==> config.mk <==
export PLATFORM = sky130hd
export DESIGN_NAME = job_ctl
export DESIGN_NICKNAME = d
export VERILOG_FILES = /design/src/rtl/jc_pkg.sv /design/src/rtl/jc_cfg_load.sv /design/src/rtl/jc_result_tx.sv /design/src/rtl/job_ctl.sv
export SDC_FILE = /design/constraint.sdc
export NUM_CORES = 1
export LEC_CHECK = 0
export ABC_AREA = 1
export BUFFER_PORTS_ARGS = -buffer_cell sky130_fd_sc_hd__buf_2
export CORE_MARGIN = 1.5
export CORE_UTILIZATION = 47
export CTS_CLUSTER_SIZE = 16
export DETAILED_ROUTE_END_ITERATION = 8
export GPL_TIMING_DRIVEN = 0
export PLACE_DENSITY = 0.81
export SLEW_MARGIN = 40
export SYNTH_ARGS = -nofsm -noshare
export SYNTH_HDL_FRONTEND = slang
export SYNTH_HIERARCHICAL = 1
export SYNTH_SLANG_ARGS = --single-unit
==> constraint.sdc <==
create_clock -name clk_i -period 1.9 [get_ports clk_i]
set_clock_uncertainty 0.15 [all_clocks]
set_input_delay 0.095 -clock clk_i [delete_from_list [all_inputs] [get_ports clk_i]]
set_output_delay 0.095 -clock clk_i [all_outputs]
set_load 0.02 [all_outputs]
==> src/rtl/jc_pkg.sv <==
package jc_pkg;
  typedef enum logic [2:0] {
    ST_LOAD,
    ST_START,
    ST_WAIT,
    ST_SEND,
    ST_IRQ
  } jc_state_e;
endpackage

==> src/rtl/jc_cfg_load.sv <==
module jc_cfg_load #(
  parameter int DATA_W   = 32,
  parameter int BLOCK_W  = 64,
  parameter int KEY_HI_W = 24
) (
  input  logic                clk_i,
  input  logic                rst_ni,
  input  logic                clr_i,
  input  logic                take_i,
  input  logic [DATA_W-1:0]   data_i,
  output logic                last_o,
  output logic [BLOCK_W-1:0]  pt_o,
  output logic [BLOCK_W-1:0]  ct_o,
  output logic [KEY_HI_W-1:0] khi_o
);
  localparam int BLK_WORDS = BLOCK_W / DATA_W;
  localparam int BLK_ALL   = 2 * BLK_WORDS;
  localparam int CFG_WORDS = BLK_ALL + 1;
  localparam int CNT_W     = $clog2(CFG_WORDS);

  logic [CNT_W-1:0]    cnt_q;
  logic [DATA_W-1:0]   words_q [BLK_ALL];
  logic [KEY_HI_W-1:0] khi_q;

  assign last_o = (cnt_q == CNT_W'(CFG_WORDS - 1));

  always_ff @(posedge clk_i or negedge rst_ni) begin
    if (!rst_ni)          cnt_q <= '0;
    else if (clr_i)       cnt_q <= '0;
    else if (take_i)      cnt_q <= last_o ? '0 : cnt_q + 1'b1;
  end

  for (genvar g = 0; g < BLK_ALL; g++) begin : g_word
    always_ff @(posedge clk_i or negedge rst_ni) begin
      if (!rst_ni)                                  words_q[g] <= '0;
      else if (take_i && cnt_q == CNT_W'(g))        words_q[g] <= data_i;
    end
  end

  always_ff @(posedge clk_i or negedge rst_ni) begin
    if (!rst_ni)               khi_q <= '0;
    else if (take_i && last_o) khi_q <= data_i[KEY_HI_W-1:0];
  end

  // upper word of each block arrives first
  always_comb begin
    for (int b = 0; b < BLK_WORDS; b++) begin
      pt_o[BLOCK_W-1-b*DATA_W -: DATA_W] = words_q[b];
      ct_o[BLOCK_W-1-b*DATA_W -: DATA_W] = words_q[BLK_WORDS+b];
    end
  end

  assign khi_o = khi_q;
endmodule

==> src/rtl/jc_result_tx.sv <==
module jc_result_tx #(
  parameter int DATA_W  = 32,
  parameter int BLOCK_W = 64
) (
  input  logic               clk_i,
  input  logic               rst_ni,
  input  logic               clr_i,
  input  logic               load_i,
  input  logic               found_i,
  input  logic [BLOCK_W-1:0] key_i,
  input  logic               take_i,
  output logic [DATA_W-1:0]  data_o,
  output logic               last_o
);
  localparam int BLK_WORDS = BLOCK_W / DATA_W;
  localparam int IDX_W     = (BLK_WORDS > 1) ? $clog2(BLK_WORDS) : 1;

  logic [BLOCK_W-1:0] res_q;
  logic [IDX_W-1:0]   idx_q;

  assign last_o = (idx_q == IDX_W'(BLK_WORDS - 1));

  always_ff @(posedge clk_i or negedge rst_ni) begin
    if (!rst_ni) begin
      res_q <= '0;
      idx_q <= '0;
    end else if (clr_i) begin
      idx_q <= '0;
    end else if (load_i) begin
      res_q <= found_i ? key_i : '0;
      idx_q <= '0;
    end else if (take_i) begin
      idx_q <= last_o ? '0 : idx_q + 1'b1;
    end
  end

  always_comb begin
    data_o = '0;
    for (int b = 0; b < BLK_WORDS; b++)
      if (idx_q == IDX_W'(b)) data_o = res_q[BLOCK_W-1-b*DATA_W -: DATA_W];
  end
endmodule

==> src/rtl/job_ctl.sv <==
module job_ctl #(
  parameter int DATA_W   = 32,
  parameter int BLOCK_W  = 64,
  parameter int KEY_HI_W = 24
) (
  input  logic                clk_i,
  input  logic                rst_ni,
  input  logic                sw_rst_i,
  output logic                wf_rd_req_o,
  input  logic                wf_rd_ack_i,
  input  logic [DATA_W-1:0]   wf_data_i,
  output logic                rf_wr_req_o,
  input  logic                rf_wr_ack_i,
  output logic [DATA_W-1:0]   rf_data_o,
  output logic                eng_start_o,
  output logic                eng_abort_o,
  input  logic                eng_busy_i,
  input  logic                eng_found_i,
  input  logic [BLOCK_W-1:0]  eng_key_i,
  output logic [BLOCK_W-1:0]  eng_pt_o,
  output logic [BLOCK_W-1:0]  eng_ct_o,
  output logic [KEY_HI_W-1:0] eng_khi_o,
  output logic                irq_o
);
  import jc_pkg::*;

  jc_state_e state_q, state_d;
  logic rd_take, wr_take, cfg_last, res_last, search_end, res_load;

  assign wf_rd_req_o = (state_q == ST_LOAD) && !sw_rst_i;
  assign rf_wr_req_o = (state_q == ST_SEND) && !sw_rst_i;
  assign rd_take     = wf_rd_req_o && wf_rd_ack_i;
  assign wr_take     = rf_wr_req_o && rf_wr_ack_i;
  assign eng_start_o = (state_q == ST_START);
  assign irq_o       = (state_q == ST_IRQ);
  assign eng_abort_o = sw_rst_i && (state_q == ST_START || state_q == ST_WAIT);
  assign search_end  = eng_found_i || !eng_busy_i;
  assign res_load    = (state_q == ST_WAIT) && search_end && !sw_rst_i;

  always_comb begin
    state_d = state_q;
    unique case (state_q)
      ST_LOAD:  if (rd_take && cfg_last) state_d = ST_START;
      ST_START: state_d = ST_WAIT;
      ST_WAIT:  if (search_end) state_d = ST_SEND;
      ST_SEND:  if (wr_take && res_last) state_d = ST_IRQ;
      ST_IRQ:   state_d = ST_LOAD;
      default:  state_d = ST_LOAD;
    endcase
    if (sw_rst_i) state_d = ST_LOAD;
  end

  always_ff @(posedge clk_i or negedge rst_ni) begin
    if (!rst_ni) state_q <= ST_LOAD;
    else         state_q <= state_d;
  end

  jc_cfg_load #(.DATA_W(DATA_W), .BLOCK_W(BLOCK_W), .KEY_HI_W(KEY_HI_W)) u_cfg (
    .clk_i  (clk_i),
    .rst_ni (rst_ni),
    .clr_i  (sw_rst_i),
    .take_i (rd_take),
    .data_i (wf_data_i),
    .last_o (cfg_last),
    .pt_o   (eng_pt_o),
    .ct_o   (eng_ct_o),
    .khi_o  (eng_khi_o)
  );

  jc_result_tx #(.DATA_W(DATA_W), .BLOCK_W(BLOCK_W)) u_res (
    .clk_i   (clk_i),
    .rst_ni  (rst_ni),
    .clr_i   (sw_rst_i),
    .load_i  (res_load),
    .found_i (eng_found_i),
    .key_i   (eng_key_i),
    .take_i  (wr_take),
    .data_o  (rf_data_o),
    .last_o  (res_last)
  );
endmodule

==> metrics.md <==
| Metric | Value |
|---|---|
| GRT overflow | `0` |
| Area of placed instances | `11920 sq um` |
| Total track usage | `a little under a third` |
| Starting Density | `between 40 and 50%` |
| Crit path DAT | `approximately 2200 ps` |
| Layout Nets | `approximately 1800` |
| Crit path kind | `reg2reg` |
| Cell Area, Synth | `between 10000 and 15000 sq um` |
| Post-route cell area | `14360 sq um` |
| Max Cap Viol | `0` |
| Syn nets | `1364` |
| Die H | `between 100 and 150 microns` |
| Pin count of the biggest net entering global routing | `66` |
| Crit path launch type | `flop` |
| Total net switching power | `0.006129 W` |
| R2r startpoint | `state_q[1]` |
| Post-DP HPWL | `roughly 22 mm` |
| Antenna viol nets, final | `0` |
| Pwr Density | `approximately 1200 nW/um^2` |
| Cells after synthesis | `1256` |
| Crit path max fanout | `10` |
| Highest-count cells in the layout ignoring fill and taps | `nand2_1, buf_2, dfrtp_1` |
| Io pins | `292` |
| Slew @ Worst Pin | `between 500 and 600 ps` |
| Pint | `0.01066 W` |
| Yosys top cell area share | `55.63%` |
| PortBufs | `around 290` |
| Worst EP required | `roughly 2100 ps` |
| Vias | `~11000` |
| Clock power share | `about 29%` |
| Hold depth | `8` |
| Drt pass-1 iters | `7` |
| Worst-Skew Late Latency | `about 510 ps` |
| Area leader, netlist | `dfrtp_1` |
| Outcome | `complete, but fails checks` |
| Hold EP | `u_res/last_o` |
| Vias per cell | `around 5.5` |
| Most common cell after layout, fill and taps aside | `nand2_1` |
| DIE WIDTH | `149.1 microns` |
| DR WL/cell | `approximately 19 microns` |
| Vias in the first global route | `slightly above 10000` |
| FF-to-FF path depth | `8` |
| Slew Viols, Final | `0` |
| Share of layout cells above drive strength 1 | `between 20% and 30%` |
| First-pass GRT wire length | `54.34 mm` |
| CTS clk-pin slew, worst paths | `60 ps` |
| TNS Setup | `-102.5 ps` |
| Net Sw Frac | `between 30% and 40%` |
| Logic gate share of total power | `30.8%` |
| Failing checks | `setup timing` |
| Hold Startpoint | `eng_busy_i` |
| CTS Sinks | `223` |
| Top post-synthesis cells by area | `dfrtp_1, nand2_1, nand4_1, inv_1, buf_2` |
| Avg Inst Size Synth | `between 7 and 8 sq um` |
| Core footprint | `20960 sq um` |
| Number of setup violations in the final report | `2` |
| Sequential Power Share | `roughly 40%` |
| Static Leak | `8.541 nW` |
| Peak VDD IR | `693.8 uV` |
| DIE AREA | `~22000 sq um` |
| Initial antenna violation count | `0` |
| Layout area overhead | `43.11%` |
| Synth Warn # | `6` |
| Residual DRC | `0` |
| #FFs+latches synth | `223` |
| Slack of the critical path | `-54.77 ps` |
| Reg2reg setup slack | `-50 ps` |
| Row Count | `between 50 and 60` |
| TritonCTS Buffers | `25` |
| Seq/Total Area, Yosys | `a little under three fifths` |
| Setup repair after global routing missed its margin | `true` |
| Final critical-path share of the clock period | `102.9%` |
| Fmax | `around 500 MHz` |
| CTS Root Cell | `clkbuf_16` |
| Hold Violations, Final | `0` |
| Routed WL | `37.06 mm` |
| DRT iter0 DRCs | `around 960` |
| Fin crit period | `slightly below 2000 ps` |
| Relative slew slack | `between 60 and 70%` |
| Worst Setup End Kind | `flop` |
| H-tree depth | `1` |
| RR Endpoint | `u_res/res_q[10]` |
| Final GP Congestion | `~0.87` |
| Longest Clk Path Bufs | `3` |
| CTS tree | `built` |
| Count of different cell masters after synthesis | `21` |
| HP Class | `in2reg` |
layout make-up:
cell class                      instances  area [sq um]
Antenna cell                            1         2.502
Buffer                                 82         643.1
Clock buffer                           33         715.7
Clock inverter                         12         123.9
Fill cell                            1541          6600
Inverter                              117         444.2
Multi-Input combinational cell        833          3682
Sequential cell                       223          5584
Tap cell                              275         344.1
Timing Repair Buffer                  417          2815
critical path, cell delays in order (launching register included):
cell and delay (ps):
dfrtp_2 400, buf_4 120, nand2_2 80, nor4_4 300, buf_4 190, nand2_4 110, buf_4 200, nand2_1 110
nand2_1 140
cells in the mapped netlist:
master	count
o21ai_0	34
nand4_1	98
nor2_1	10
nand3_2	2
buf_1	1
nand3_1	39
nor3b_2	1
nand2_1	635
buf_2	42
nor2_4	3
buf_4	21
inv_2	5
o21bai_1	1
nand2_2	2
clkbuf_1	19
inv_1	112
o21ai_2	1
nor4_1	1
nor3_1	1
ha_1	5
dfrtp_1	223
power by group through the flow:
stage          registers (W)  clock network [W]  logic [W]
3_5_place_dp         0.00671                  0    0.00451
5_1_grt              0.00683            0.00516    0.00553
2_1_floorplan        0.00746                  0    0.00187
3_3_place_gp         0.00667                  0    0.00439
6_report             0.00671            0.00491    0.00517
4_1_cts              0.00664            0.00496    0.00481
per-layer routing:
metal,part of all wire [%],track usage [%]
met5,0,0
met4,5.9,16.83
met3,9.9,5.841
met2,48,54.05
met1,36,37.34
what timing repair did:
| item | CTS | global route |
|---|---|---|
| hold endpoints to repair | 386 | 0 |
| gates cloned | 0 | 2 |
| setup endpoints to repair | 249 | 242 |
| pin swaps | 4 | 4 |
| setup buffers | 9 | 5 |
| hold buffers | 107 | 0 |
| gates resized for setup | 53 | 80 |
how the worst max path moves through the flow:
stage,slack [ps],cells after the start,to,from
finish,-50,8,u_res/res_q[10],state_q[1]
global route,-70,3,rf_data_o[8],u_res/last_o
CTS,-6,5,rf_data_o[27],u_res/last_o
detailed placement,-520,8,u_cfg/ct_o[26],u_cfg/cnt_q[2]
global placement,-3230,1,u_res/res_q[53],rst_ni
floorplan,100,7,u_res/res_q[24],state_q[0]
kinds of logic (layout without fill, tap and decap cells):
family	Yosys count	after routing	share of synthesized area (%)
and+or+nand+nor	792	792	33.09
DFF	223	223	55.63
buffers and inverters	200	661	8.794
AOI/OAI and AO/OA	36	36	1.859
adders and majority gates	5	5	0.6237
other	0	1	0
sequential cells by signal, indices dropped and copies added, names as in the netlist:
| name | flops |
|---|---|
| u_cfg/pt_o | 64 |
| state_q | 3 |
| u_cfg/ct_o | 64 |
| u_res/res_q | 64 |
| u_cfg/khi_o | 24 |
| u_cfg/cnt_q | 3 |
| u_res/last_o | 1 |
per-stage QoR:
stage	cells	util (%)	hold slack, ps	power, W	setup slack, ps
detailed placement	1825	56.90	-123.7	0.01122	-520.6
CTS	1985	67.08	105.7	0.01642	-6.001
global placement	1822	56.46	222.7	0.01106	-3231
floorplan	1256	-	-350.6	0.009328	95.82
global route	1992	68.49	252.1	0.01752	-67.50
finish	1993	68.50	256.0	0.01679	-54.77
Power figures use the tool's default switching activity.
